$ cat src/rtl/rtc_trim_pkg.sv
package rtc_trim_pkg;

  // Action applied to each oscillator edge while a correction is active.
  typedef enum logic [1:0] {
    CORR_NONE  = 2'd0,
    CORR_BLANK = 2'd1,
    CORR_BOOST = 2'd2
  } corr_mode_e;

  // Divider advance for a given correction mode.
  function automatic logic [1:0] advance_for(input corr_mode_e mode, input logic active);
    if (!active) return 2'd1;
    case (mode)
      CORR_BLANK: return 2'd0;
      CORR_BOOST: return 2'd2;
      default:    return 2'd1;
    endcase
  endfunction

endpackage

$ cat src/rtl/rtc_osc_edge_sync.sv
module rtc_osc_edge_sync #(
  parameter int SYNC_STAGES = 2
) (
  input  logic sys_clk,
  input  logic rst_n,
  input  logic osc_in,
  output logic osc_rise
);

  logic [SYNC_STAGES-1:0] sync_q;
  logic                   last_q;

  // Synchroniser chain, one flop per stage.
  genvar g;
  generate
    for (g = 0; g < SYNC_STAGES; g++) begin : g_stage
      if (g == 0) begin : g_first
        always_ff @(posedge sys_clk or negedge rst_n) begin
          if (!rst_n) sync_q[0] <= 1'b0;
          else        sync_q[0] <= osc_in;
        end
      end else begin : g_next
        always_ff @(posedge sys_clk or negedge rst_n) begin
          if (!rst_n) sync_q[g] <= 1'b0;
          else        sync_q[g] <= sync_q[g-1];
        end
      end
    end
  endgenerate

  always_ff @(posedge sys_clk or negedge rst_n) begin
    if (!rst_n) begin
      last_q   <= 1'b0;
      osc_rise <= 1'b0;
    end else begin
      last_q   <= sync_q[SYNC_STAGES-1];
      osc_rise <= sync_q[SYNC_STAGES-1] & ~last_q;
    end
  end

endmodule

$ cat src/rtl/rtc_stall_monitor.sv
module rtc_stall_monitor #(
  parameter int STALL_LIMIT = 6104
) (
  input  logic sys_clk,
  input  logic rst_n,
  input  logic osc_rise,
  input  logic fail_clr,
  output logic fail_flag
);

  localparam int GAP_W = $clog2(STALL_LIMIT + 1);
  localparam logic [GAP_W-1:0] GAP_MAX  = GAP_W'(STALL_LIMIT);
  localparam logic [GAP_W-1:0] GAP_LAST = GAP_W'(STALL_LIMIT - 1);

  logic [GAP_W-1:0] gap_q;
  logic             stalled_q;

  // Gap counter saturates at the limit; any edge restarts it.
  always_ff @(posedge sys_clk or negedge rst_n) begin
    if (!rst_n) begin
      gap_q     <= '0;
      stalled_q <= 1'b0;
    end else if (osc_rise) begin
      gap_q     <= '0;
      stalled_q <= 1'b0;
    end else if (gap_q != GAP_MAX) begin
      gap_q <= gap_q + 1'b1;
      if (gap_q == GAP_LAST) stalled_q <= 1'b1;
    end
  end

  // Set wins over clear: a clear during a stall is dropped.
  always_ff @(posedge sys_clk or negedge rst_n) begin
    if (!rst_n)          fail_flag <= 1'b0;
    else if (stalled_q)  fail_flag <= 1'b1;
    else if (fail_clr)   fail_flag <= 1'b0;
  end

endmodule

$ cat src/rtl/rtc_trim_prescaler.sv
module rtc_trim_prescaler
  import rtc_trim_pkg::*;
#(
  parameter int DIV_BITS      = 15,
  parameter int CAL_W         = 5,
  parameter int TRIM_INTERVAL = 125829120,
  parameter int NEG_STEP      = 128,
  parameter int POS_STEP      = 256,
  parameter int FT_LOG        = 6
) (
  input  logic             sys_clk,
  input  logic             rst_n,
  input  logic             osc_rise,
  input  logic [CAL_W-1:0] cal_mag,
  input  logic             cal_fast,
  output logic             tick,
  output logic             ft_wave
);

  localparam int IV_W     = (TRIM_INTERVAL > 1) ? $clog2(TRIM_INTERVAL) : 1;
  localparam int MAG_MAX  = (1 << CAL_W) - 1;
  localparam int STEP_MAX = (POS_STEP > NEG_STEP) ? POS_STEP : NEG_STEP;
  localparam int CORR_W   = $clog2(MAG_MAX * STEP_MAX + 1);
  localparam int SUM_W    = DIV_BITS + 1;
  localparam logic [IV_W-1:0] IV_LAST = IV_W'(TRIM_INTERVAL - 1);

  logic [IV_W-1:0]     iv_q;
  logic                iv_wrap;
  logic [CORR_W-1:0]   left_q;
  logic [CORR_W-1:0]   load_amt;
  corr_mode_e          mode_q;
  corr_mode_e          load_mode;
  logic [DIV_BITS-1:0] div_q;
  logic [SUM_W-1:0]    div_sum;
  logic [1:0]          adv;

  assign iv_wrap = (iv_q == IV_LAST);

  // Correction size snapshot, taken only on the interval edge.
  always_comb begin
    if (cal_mag == '0) begin
      load_mode = CORR_NONE;
      load_amt  = '0;
    end else if (cal_fast) begin
      load_mode = CORR_BOOST;
      load_amt  = CORR_W'(cal_mag) * CORR_W'(POS_STEP);
    end else begin
      load_mode = CORR_BLANK;
      load_amt  = CORR_W'(cal_mag) * CORR_W'(NEG_STEP);
    end
  end

  always_comb begin
    adv     = advance_for(mode_q, left_q != '0);
    div_sum = {1'b0, div_q} + SUM_W'(adv);
  end

  always_ff @(posedge sys_clk or negedge rst_n) begin
    if (!rst_n) begin
      iv_q   <= '0;
      left_q <= '0;
      mode_q <= CORR_NONE;
      div_q  <= '0;
      tick   <= 1'b0;
    end else if (osc_rise) begin
      div_q <= div_sum[DIV_BITS-1:0];
      tick  <= div_sum[DIV_BITS];
      if (iv_wrap) begin
        iv_q   <= '0;
        left_q <= load_amt;
        mode_q <= load_mode;
      end else begin
        iv_q <= iv_q + 1'b1;
        if (left_q != '0) left_q <= left_q - 1'b1;
      end
    end else begin
      tick <= 1'b0;
    end
  end

  assign ft_wave = div_q[FT_LOG-1];

endmodule

$ cat src/rtl/rtc_trim_osc_mon.sv
module rtc_trim_osc_mon #(
  parameter int DIV_BITS      = 15,
  parameter int CAL_W         = 5,
  parameter int TRIM_INTERVAL = 125829120,
  parameter int NEG_STEP      = 128,
  parameter int POS_STEP      = 256,
  parameter int FT_LOG        = 6,
  parameter int STALL_LIMIT   = 6104,
  parameter int SYNC_STAGES   = 2
) (
  input  logic             sys_clk,
  input  logic             rst_n,
  input  logic             osc_in,
  input  logic [CAL_W-1:0] cal_mag,
  input  logic             cal_fast,
  input  logic             ft_en,
  input  logic             fail_ie,
  input  logic             fail_clr,
  output logic             tick_1hz,
  output logic             ft_out,
  output logic             osc_fail,
  output logic             irq
);

  logic osc_rise;
  logic ft_wave;

  rtc_osc_edge_sync #(.SYNC_STAGES(SYNC_STAGES)) u_sync (
    .sys_clk (sys_clk),
    .rst_n   (rst_n),
    .osc_in  (osc_in),
    .osc_rise(osc_rise)
  );

  rtc_trim_prescaler #(
    .DIV_BITS     (DIV_BITS),
    .CAL_W        (CAL_W),
    .TRIM_INTERVAL(TRIM_INTERVAL),
    .NEG_STEP     (NEG_STEP),
    .POS_STEP     (POS_STEP),
    .FT_LOG       (FT_LOG)
  ) u_presc (
    .sys_clk (sys_clk),
    .rst_n   (rst_n),
    .osc_rise(osc_rise),
    .cal_mag (cal_mag),
    .cal_fast(cal_fast),
    .tick    (tick_1hz),
    .ft_wave (ft_wave)
  );

  rtc_stall_monitor #(.STALL_LIMIT(STALL_LIMIT)) u_mon (
    .sys_clk  (sys_clk),
    .rst_n    (rst_n),
    .osc_rise (osc_rise),
    .fail_clr (fail_clr),
    .fail_flag(osc_fail)
  );

  always_ff @(posedge sys_clk or negedge rst_n) begin
    if (!rst_n) ft_out <= 1'b0;
    else        ft_out <= ft_en & ft_wave;
  end

  assign irq = osc_fail & fail_ie;

endmodule

$ cat config.mk
export PLATFORM = sky130hd
export DESIGN_NAME = rtc_trim_osc_mon
export DESIGN_NICKNAME = d
export VERILOG_FILES = /design/src/rtl/rtc_trim_pkg.sv /design/src/rtl/rtc_osc_edge_sync.sv /design/src/rtl/rtc_stall_monitor.sv /design/src/rtl/rtc_trim_prescaler.sv /design/src/rtl/rtc_trim_osc_mon.sv
export SDC_FILE = /design/constraint.sdc
export NUM_CORES = 1
export LEC_CHECK = 0
export ABC_AREA = 1
export BUFFER_PORTS_ARGS = -buffer_cell sky130_fd_sc_hd__clkbuf_2
export CORE_MARGIN = 4
export CORE_UTILIZATION = 55
export CTS_CLUSTER_SIZE = 24
export DETAILED_ROUTE_END_ITERATION = 16
export GPL_ROUTABILITY_DRIVEN = 0
export PLACE_DENSITY_LB_ADDON = 0.25
export REMOVE_ABC_BUFFERS = 1
export SLEW_MARGIN = 20
export SYNTH_ARGS = -nofsm -noshare
export SYNTH_HDL_FRONTEND = slang
export SYNTH_SLANG_ARGS = --single-unit
$ cat constraint.sdc
create_clock -name sys_clk -period 3 [get_ports sys_clk]
set_clock_uncertainty 0.1 [all_clocks]
set_input_delay 0 -clock sys_clk [delete_from_list [all_inputs] [get_ports sys_clk]]
set_output_delay 0 -clock sys_clk [all_outputs]
set_load 0.05 [all_outputs]
==> flow_summary_export.csv, run 1 <==
group,metric,value,unit
worst_setup_path,cp_cell_sequence,"inv_1, ha_1, nand3_1, inv_1, nand2_1, nor2_4, or2_2, ha_1, inv_1, fa_1, inv_1, nand2_1, nor2_2, nand2_1, nor2_2, nand3_1, xor2_1",
clocking,cts_tree,"done",
floorplan,die_h,97.1,um
synth,yosysMostFrequentCell,"nand2_1",
synth,synth_simple_gate_area_share,31.9,%
floorplan,die_x,97.1,um
route,viasPerCell,5.00,
timing,rsz0062_at_grt,"yes",
timing,max_freq,356,MHz
power_and_ir_drop,powerDensity,592,nW/um^2
timing,tightest_slew,0.967,ns
worst_setup_path,crit_type,"reg2reg",
worst_setup_path,cpMostUsedCell,"inv_1",
final_layout,area_growth,11.7,%
global_route,grt_pass1_wl,15200,um
clocking,cts_root_buf,"clkbuf_8",
floorplan,rows,32,
floorplan,start_util,56.5,%
clocking,cts_made_buffers,9,
synth,ys_seq_area_share,44.7,%
final_layout,fin_nets,622,
worst_setup_path,crit_path_end_kind,"register",
min_path,holdCritPathClass,"in2reg",
timing,fin_ws,0.190,ns
final_layout,fin_area,4880,um^2
worst_setup_path,cp.arrival,2.96,ns
global_route,antenna_found_initial,0,
final_layout,instances_no_fill,709,
clocking,htreeDepth,3,
route,wl_per_cell,11.6,um
timing,drv_slew,0,
timing,final.min_clock_period,2.81,ns
synth,synth_xor_area_share,5.42,%
route,route.detailed.drc,0,
clocking,clk_latency,0.35,ns
worst_setup_path,critPathTopFamily,"simple AND/OR/NAND/NOR gates",
floorplan,die_area,9430,um^2
synth,yosys-top-cells-count,"nand2_1, inv_1, dfrtp_1",
worst_setup_path,cp_slowest_cell,"dfrtp_1",
synth,synth_top_family_by_area,"simple AND/OR/NAND/NOR gates",
global_route,grt_max_degree,79,
place,dp_hpwl,5790,um
timing,slew_headroom,35.5,%
synth,netlist_top_cells_area,"dfrtp_1, nand2_1, inv_1",
route,vias,3542,
worst_setup_path,cp.required,3.15,ns
timing,fin_crit_sh,93.7,%
synth,synth_compound_area_share,6.93,%
synth,synth.ff_latch_count,78,
worst_setup_path,max_stage_delay,0.38,ns
synth,syn_avg_cell_area,7.69,um^2
power_and_ir_drop,total_power,2.89,mW
synth,yosys.area_share.adder,2.46,%
floorplan,core_area,7730,um^2
flow_run,drv_cap,0,
synth,synth-async-reset-ratio,100,%
global_route,grt_usage,19.0,%
worst_setup_path,crit_path_max_fanout,4,
place,dpl_cell_area,4530,um^2
route,first_iter_violations,131,
timing,hold_violations,0,
power_and_ir_drop,ir_drop,397,uV
final_layout,drive_gt1_share,11.4,%
clocking,cts_sinks,78,
clocking,clockBufferDepth,2,
outcome,outcome,"finished, final reports clean",
synth,synth-edff-count,0,
synth,synth_area,4370,um^2
place,numPortBuffers,15,
synth,ys.flop_type,"dfrtp_1",
worst_setup_path,worst_setup_path_start_kind,"register",
synth,yosys_warnings,0,
synth,synth_top_area_cell,"dfrtp_1",
final_layout,antenna_cells,0,
timing,setup_viol,0,
clocking,cts.clk_slew.worst_paths,0.09,ns
worst_setup_path,path_buf_inv,4,
power_and_ir_drop,p_leak,2.50,nW
place,dp_worst_setup_slack,0.136,ns
floorplan,io_pins,16,
synth,synth.distinct_cells,33,
timing,hold_slack,0.0223,ns
global_route,grt_pass1_vias,3526,
synth,yosys.area.top_type_share,44.7,%
route,drt-total-wl,8210,um
route,ant_nets,0,
route,first_pass_iters,4,
place,post-place-cells,680,
synth,synth_mux_area_share,0,%
synth,synthCells,568,
global_route,overflow,0,
[routing by layer]
layer  share of wire (%)  GRT usage [%]  routed length, um
met5                   0              0                  0
met4                 1.1           4.75                 87
met3                 3.3           3.59                273
met2                  48           32.1               3930
met1                  48           25.3               3920
[registers in the layout (all words and copies together), names as in the netlist, 2 cells and up]
| signal | flops |
|---|---|
| u_sync.sync_q | 2 |
| u_presc.mode_q | 2 |
| u_presc.div_q | 15 |
| u_presc.left_q | 13 |
| u_presc.iv_q | 27 |
| u_mon.gap_q | 13 |
[layout by cell type (no fill, tap or decap), drive strengths merged]
cell type,n
nand3,43
inv,87
nor3,8
nand4,13
dlygate4sd3,13
xor2,19
clkbuf,23
nor2,84
a21oi,20
bufinv,1
or2,1
xnor2,8
o21bai,1
nand3b,1
dfrtp,78
o21ai,28
fa,1
clkinv,3
nand2,160
ha,7
buf,4
a31oi,1
nor4,1
o211ai,1
a21boi,1
[worst register-to-register path, stage by stage (launching register included)]
cell	delay, ns
dfrtp_1	0.38
inv_1	0.11
ha_1	0.19
nand3_1	0.14
inv_1	0.12
nand2_1	0.11
nor2_4	0.12
or2_2	0.12
ha_1	0.15
inv_1	0.06
fa_1	0.35
inv_1	0.07
nand2_1	0.06
nor2_2	0.15
nand2_1	0.11
nor2_2	0.13
nand3_1	0.10
xor2_1	0.15
[logic make-up after synthesis]
kind of cell | after synthesis
XOR/XNOR | 27
AND/OR/NAND/NOR | 311
buffers and inverters | 92
flip-flops | 78
AO/OA/AOI/OAI | 52
adder cells (fa/ha/maj) | 8
[worst paths after layout]
check | slack (ns) | startpoint | cells past startpoint | to
max | 0.19 | u_presc.left_q[0]$_DFFE_PN0P_ | 17 | u_presc.div_q[14]$_DFFE_PN0P_
min | 0.02 | cal_mag[3] | 7 | u_presc.left_q[11]$_DFFE_PN0P_
max reg2reg | 0.19 | u_presc.left_q[0]$_DFFE_PN0P_ | 17 | u_presc.div_q[14]$_DFFE_PN0P_
min reg2reg | 0.27 | u_sync.sync_q[0]$_DFF_PN0_ | 0 | u_sync.sync_q[1]$_DFF_PN0_
max in group asynchronous | 1.92 | rst_n | 2 | u_mon.gap_q[8]$_DFFE_PN0P_
min in group asynchronous | 0.21 | rst_n | 2 | u_mon.gap_q[11]$_DFFE_PN0P_
[where the power goes]
| part | internal [mW] | switching, mW |
|---|---|---|
| logic | 0.273 | 0.411 |
| registers | 1.21 | 0.174 |
| clock network | 0.395 | 0.419 |
| total | 1.88 | 1.00 |
[per-stage QoR]
stage,util [%],setup TNS [ns]
after global placement,58.7,0
after detailed placement,58.7,0
after CTS,63.0,0
final,63.1,0
after floorplan,-,0
after global routing,63.1,-0.120
[cell type report]
type | instances | area (um^2)
Clock buffer | 9 | 124
Multi-Input combinational cell | 398 | 2050
Inverter | 84 | 315
Clock inverter | 7 | 78.8
Tap cell | 102 | 128
Timing Repair Buffer | 31 | 230
Sequential cell | 78 | 1950
Fill cell | 670 | 2850
[repair_timing]
item / in CTS / in global routing
buffers inserted: 0 / 0
hold buffers: 13 / 0
hold endpoints to repair: 86 / 0
setup endpoints to repair: 0 / 6
gates resized for setup: 0 / 3
Power figures use the tool's default switching activity.
==> run 2: changes to the inputs <==
- clock period: 3 -> 2.6 ns (I/O delays scaled with it)
==> run 2 against run 1 <==
Via count increased by 5.5%. Sequential share of layout area decreased by 1.6 points. Clock power increased by 3.8%. Worst hold slack improved by 0.18 ns. Critical endpoint is now u_presc.div_q[11]$_DFFE_PN0P_. Largest power group unchanged. Highest routed layer unchanged.
==> flow_summary_export.csv, run 2 (synthesized netlist as in run 1, its figures left out) <==
group,metric,value,unit
outcome,outcome,"finished, final reports clean",
worst_setup_path,crit_type,"reg2reg",
global_route,grt_max_degree,79,
timing,slew_headroom,34.6,%
final_layout,layout_commonest_cell,"nand2_1",
global_route,grt_usage,20.7,%
global_route,grt_pass1_vias,3714,
place,numPortBuffers,15,
worst_setup_path,cp.required,2.74,ns
final_layout,area_growth,16.3,%
flow_run,drv_cap,0,
power_and_ir_drop,p_leak,2.57,nW
final_layout,drive_gt1_share,17.4,%
floorplan,die_area,9430,um^2
global_route,antenna_found_initial,0,
clocking,clk_latency,0.35,ns
clocking,cts_sinks,78,
route,wl_per_cell,12.6,um
timing,drv_slew,0,
route,ant_nets,0,
timing,tightest_slew,0.981,ns
power_and_ir_drop,powerDensity,685,nW/um^2
worst_setup_path,crit_path_max_fanout,4,
floorplan,rows,32,
route,first_iter_violations,256,
final_layout,largest_register_ffs,27,
clocking,clockBufferDepth,2,
floorplan,io_pins,16,
worst_setup_path,worst_setup_path_start_kind,"register",
clocking,cts.clk_slew.worst_paths,0.08,ns
timing,hold_slack,0.206,ns
route,vias,3736,
place,post-place-cells,697,
final_layout,antenna_cells,0,
worst_setup_path,critPathTopFamily,"simple AND/OR/NAND/NOR gates",
power_and_ir_drop,ir_drop,364,uV
clocking,cts_tree,"done",
worst_setup_path,cp.arrival,2.62,ns
clocking,cts_root_buf,"clkbuf_8",
timing,max_freq,404,MHz
final_layout,final_cell_mix,"nand2_1, inv_1, dfrtp_1",
worst_setup_path,path_buf_inv,5,
final_layout,instances_no_fill,730,
timing,setup_viol,0,
worst_setup_path,cp_slowest_cell,"dfrtp_1",
floorplan,die_h,97.1,um
timing,fin_crit_sh,95.2,%
clocking,htreeDepth,3,
floorplan,die_x,97.1,um
route,route.detailed.drc,0,
route,first_pass_iters,5,
worst_setup_path,crit_path_end_kind,"register",
final_layout,postLayoutCoreUtil,65.7,%
floorplan,core_area,7730,um^2
min_path,holdCritPathClass,"in2reg",
route,drt-total-wl,9180,um
final_layout,fin_nets,643,
global_route,grt_pass1_wl,16400,um
global_route,overflow,0,
timing,final.min_clock_period,2.48,ns
place,dp_hpwl,6210,um
worst_setup_path,max_stage_delay,0.39,ns
floorplan,start_util,56.5,%
route,viasPerCell,5.12,
final_layout,top_regs,"u_presc.iv_q: 27 flops, u_presc.div_q: 15 flops",
place,dpl_cell_area,4660,um^2
worst_setup_path,cp_cell_sequence,"inv_2, ha_4, nand3_2, buf_4, nor2_2, nand3_1, nand2_2, inv_1, ha_1, a21oi_2, nor3_2, buf_4, nand3_1, xor2_1, inv_1",
final_layout,top_register,"u_presc.iv_q",
final_layout,fin_area,5080,um^2
timing,hold_violations,0,
clocking,cts_made_buffers,9,
[run 2: cell count changes in the layout (fill, tap and decap cells not counted), sizes merged]
cell      previous run  this run
buf                  4        25
clkinvlp             0         4
clkinv               3         0
bufinv               1         0
[run 2: metal layers]
metal	track usage, %	vias up	wire (um)
li1	-	1884	-
met1	27.6	1781	4250
met2	34.7	60	4510
met3	4.31	11	323
met4	4.97	0	102
met5	0	-	0
[run 2: final timing paths]
| check | slack [ns] | endpoint | cells after the start | from |
|---|---|---|---|---|
| min | 0.21 | u_sync.sync_q[0]$_DFF_PN0_ | 2 | osc_in |
| max reg2reg | 0.12 | u_presc.div_q[11]$_DFFE_PN0P_ | 15 | u_presc.left_q[1]$_DFFE_PN0P_ |
| min reg2reg | 0.27 | u_sync.sync_q[1]$_DFF_PN0_ | 0 | u_sync.sync_q[0]$_DFF_PN0_ |
| max | 0.12 | u_presc.div_q[11]$_DFFE_PN0P_ | 15 | u_presc.left_q[1]$_DFFE_PN0P_ |
| max in group asynchronous | 1.52 | u_presc.left_q[12]$_DFFE_PN0P_ | 2 | rst_n |
| min in group asynchronous | 0.23 | u_mon.fail_flag$_DFFE_PN0P_ | 2 | rst_n |
[run 2: cell type report]
class                      count  area [um^2]
multi-input combinational    398         2120
fill                         645         2650
tap                          102          128
sequential                    78         1950
clock buffer                   9          124
timing repair buffer          52          388
clock inverter                 7         56.3
inverter                      84          315
[run 2: per-stage QoR]
stage / worst slack [ns] / TNS (ns) / total power [mW]
after floorplan: -0.109 / -0.145 / 2.20
after global placement: -0.0189 / -0.0189 / 2.49
after detailed placement: -0.0445 / -0.0445 / 2.54
after CTS: 0.0146 / 0 / 3.42
after global routing: -0.00812 / -0.00812 / 3.75
final: 0.124 / 0 / 3.48
[run 2: worst reg2reg max path, stage by stage (launching register included)]
cell	delay [ns]
dfrtp_1	0.39
inv_2	0.09
ha_4	0.14
nand3_2	0.08
buf_4	0.15
nor2_2	0.12
nand3_1	0.15
nand2_2	0.12
inv_1	0.04
ha_1	0.28
a21oi_2	0.22
nor3_2	0.07
buf_4	0.17
nand3_1	0.07
xor2_1	0.15
inv_1	0.05
[run 2: what timing repair did]
action,4_1_cts,5_1_grt
gates resized for setup,4,21
hold buffers,13,0
pin swaps,3,11
hold endpoints to repair,88,0
setup buffers,0,4
endpoints found under the setup margin,1,11
[run 2: power breakdown]
| part | internal (mW) | switching, mW | total (mW) |
|---|---|---|---|
| combinational | 0.470 | 0.588 | 1.06 |
| clock | 0.356 | 0.489 | 0.845 |
| sequential | 1.40 | 0.176 | 1.58 |
| total | 2.23 | 1.25 | 3.48 |
==> run 3: changes to the inputs <==
- CTS_BUF_LIST: not set -> sky130_fd_sc_hd__clkbuf_16
- CTS_CLUSTER_DIAMETER: not set -> 80
- SKIP_LAST_GASP: not set -> 1
==> run 3 against run 2 <==
Core utilization rose by 0.66 points. Sequential cell count did not move. Design area rose by 1.0%. Sequential share of layout area fell by 0.38 points. Die area did not move. Register-to-register slack barely moved. Via count fell by 0.75%. Combinational power barely moved. Largest cell class unchanged.
==> flow_summary_export.csv, run 3 (synthesized netlist as in run 1, its figures left out) <==
group,metric,value,unit
final_layout,area_growth,17.5,%
outcome,outcome,"finished, final reports clean",
route,first_iter_violations,204,
timing,slew_headroom,35.6,%
timing,tns,0,ns
worst_setup_path,crit_path_end_kind,"register",
floorplan,die_area,9430,um^2
worst_setup_path,worst_setup_path_start_kind,"register",
worst_setup_path,crit_path_max_fanout,4,
power_and_ir_drop,powerDensity,744,nW/um^2
worst_setup_path,rr_worst_depth,15,
place,dp_hpwl,6210,um
final_layout,top_register,"u_presc.iv_q",
place,dpl_cell_area,4660,um^2
place,dp_worst_setup_slack,-0.0445,ns
timing,tightest_slew,0.965,ns
final_layout,final.fill_count,631,
route,ant_nets,0,
timing,setup_viol,0,
final_layout,multi_input_area,2120,um^2
route,viasPerCell,5.11,
route,drt-total-wl,9180,um
route,wl_per_cell,12.7,um
clocking,htreeDepth,3,
min_path,whs_endpoint,"u_presc.mode_q[0]$_DFFE_PN0P_",
timing,max_freq,402,MHz
route,vias,3708,
place,numPortBuffers,15,
route,route.detailed.drc,0,
final_layout,fin_area,5130,um^2
global_route,grt_max_degree,79,
timing,fin_crit_sh,95.7,%
timing,drv_slew,0,
floorplan,die_x,97.1,um
clocking,cts_made_buffers,9,
final_layout,layout.area.seq,1950,um^2
final_layout,fin_nets,638,
min_path,holdCritPathClass,"in2reg",
clocking,clockBufferDepth,2,
worst_setup_path,cp.required,2.72,ns
clocking,cts_root_buf,"clkbuf_16",
floorplan,io_pins,16,
final_layout,antenna_cells,0,
clocking,cts.clk_slew.worst_paths,0.06,ns
worst_setup_path,reg2reg_from,"u_presc.left_q[1]$_DFFE_PN0P_",
final_layout,top_regs,"u_presc.iv_q: 27 flops, u_presc.div_q: 15 flops",
worst_setup_path,r2r_end,"u_presc.div_q[11]$_DFFE_PN0P_",
power_and_ir_drop,ir_drop,505,uV
global_route,antenna_found_initial,0,
floorplan,rows,32,
final_layout,layout_commonest_cell,"nand2_1",
global_route,grt_pass1_vias,3708,
power_and_ir_drop,p_leak,2.60,nW
global_route,grt_usage,20.8,%
timing,hold_violations,0,
clocking,cts_sinks,78,
timing,fin_ws,0.111,ns
global_route,overflow,0,
clocking,clk_latency,0.33,ns
worst_setup_path,rrSetupSlack,0.11,ns
floorplan,die_h,97.1,um
clocking,cts_tree,"done",
min_path,holdPathStages,5,
min_path,min-delay-start,"cal_mag[1]",
floorplan,start_util,56.5,%
worst_setup_path,crit_type,"reg2reg",
route,first_pass_iters,5,
global_route,grt_pass1_wl,16400,um
worst_setup_path,cp.arrival,2.61,ns
final_layout,drive_gt1_share,17.5,%
floorplan,core_area,7730,um^2
final_layout,largest_register_ffs,27,
timing,final.min_clock_period,2.49,ns
timing,hold_slack,0.0184,ns
final_layout,final_cell_mix,"nand2_1, inv_1, dfrtp_1",
flow_run,drv_cap,0,
run 3: cell types whose count changed in the layout (fill, tap and decap cells not counted), sizes merged:
cell	change
dlygate4sd3	-5
run 3: area by class of cell:
class                      count  area share, %
clock buffer                   9           4.39
inverter                      84           6.14
timing repair buffer          47           6.58
clock inverter                 7           1.10
sequential                    78           38.0
multi-input combinational    398           41.3
tap                          102           2.49
run 3: timing repair:
| item | in CTS | in global routing |
|---|---|---|
| resized for setup | 4 | 21 |
| hold buffers | 8 | 0 |
| buffers inserted | 0 | 4 |
| setup endpoints to repair | 1 | 11 |
| pin swaps | 3 | 11 |
| hold endpoints to repair | 85 | 0 |
run 3: routing by layer:
layer	routed length [um]	track usage (%)
met4	55	6.26
met3	289	3.88
met2	4650	35.6
met5	0	0
met1	4180	26.8
run 3: power breakdown:
group | total (mW) | internal [mW] | leakage (nW) | switching, mW
Clock | 1.18 | 0.656 | 0.125 | 0.524
Combinational | 1.06 | 0.467 | 1.44 | 0.591
Sequential | 1.58 | 1.40 | 1.03 | 0.178
run 3: worst max-delay path by stage:
stage | start | endpoint | slack (ns) | cells past startpoint
floorplan | u_presc.left_q[0]$_DFFE_PN0P_ | u_presc.div_q[14]$_DFFE_PN0P_ | -0.11 | 17
global placement | u_presc.left_q[0]$_DFFE_PN0P_ | u_presc.div_q[14]$_DFFE_PN0P_ | -0.02 | 17
detailed placement | u_presc.left_q[1]$_DFFE_PN0P_ | u_presc.div_q[14]$_DFFE_PN0P_ | -0.04 | 17
CTS | u_presc.left_q[0]$_DFFE_PN0P_ | u_presc.div_q[14]$_DFFE_PN0P_ | 0.02 | 17
global route | u_presc.left_q[1]$_DFFE_PN0P_ | u_presc.div_q[11]$_DFFE_PN0P_ | -0.05 | 15
finish | u_presc.left_q[1]$_DFFE_PN0P_ | u_presc.div_q[11]$_DFFE_PN0P_ | 0.11 | 15
run 3: critical path, cell delays in order (launching register included):
cell,delay [ns]
dfrtp_1,0.38
inv_2,0.08
ha_4,0.14
nand3_2,0.08
buf_4,0.15
nor2_2,0.12
nand3_1,0.14
nand2_2,0.11
inv_1,0.04
ha_1,0.30
a21oi_2,0.22
nor3_2,0.07
buf_4,0.17
nand3_1,0.07
xor2_1,0.15
inv_1,0.05
run 3: per-stage QoR:
step | util [%] | instances | power (mW)
final | 66.4 | 725 | 3.82
after floorplan | - | 560 | 2.20
after detailed placement | 60.3 | 697 | 2.54
after CTS | 65.1 | 721 | 3.76
after global placement | 60.3 | 697 | 2.49
after global routing | 66.4 | 725 | 4.09
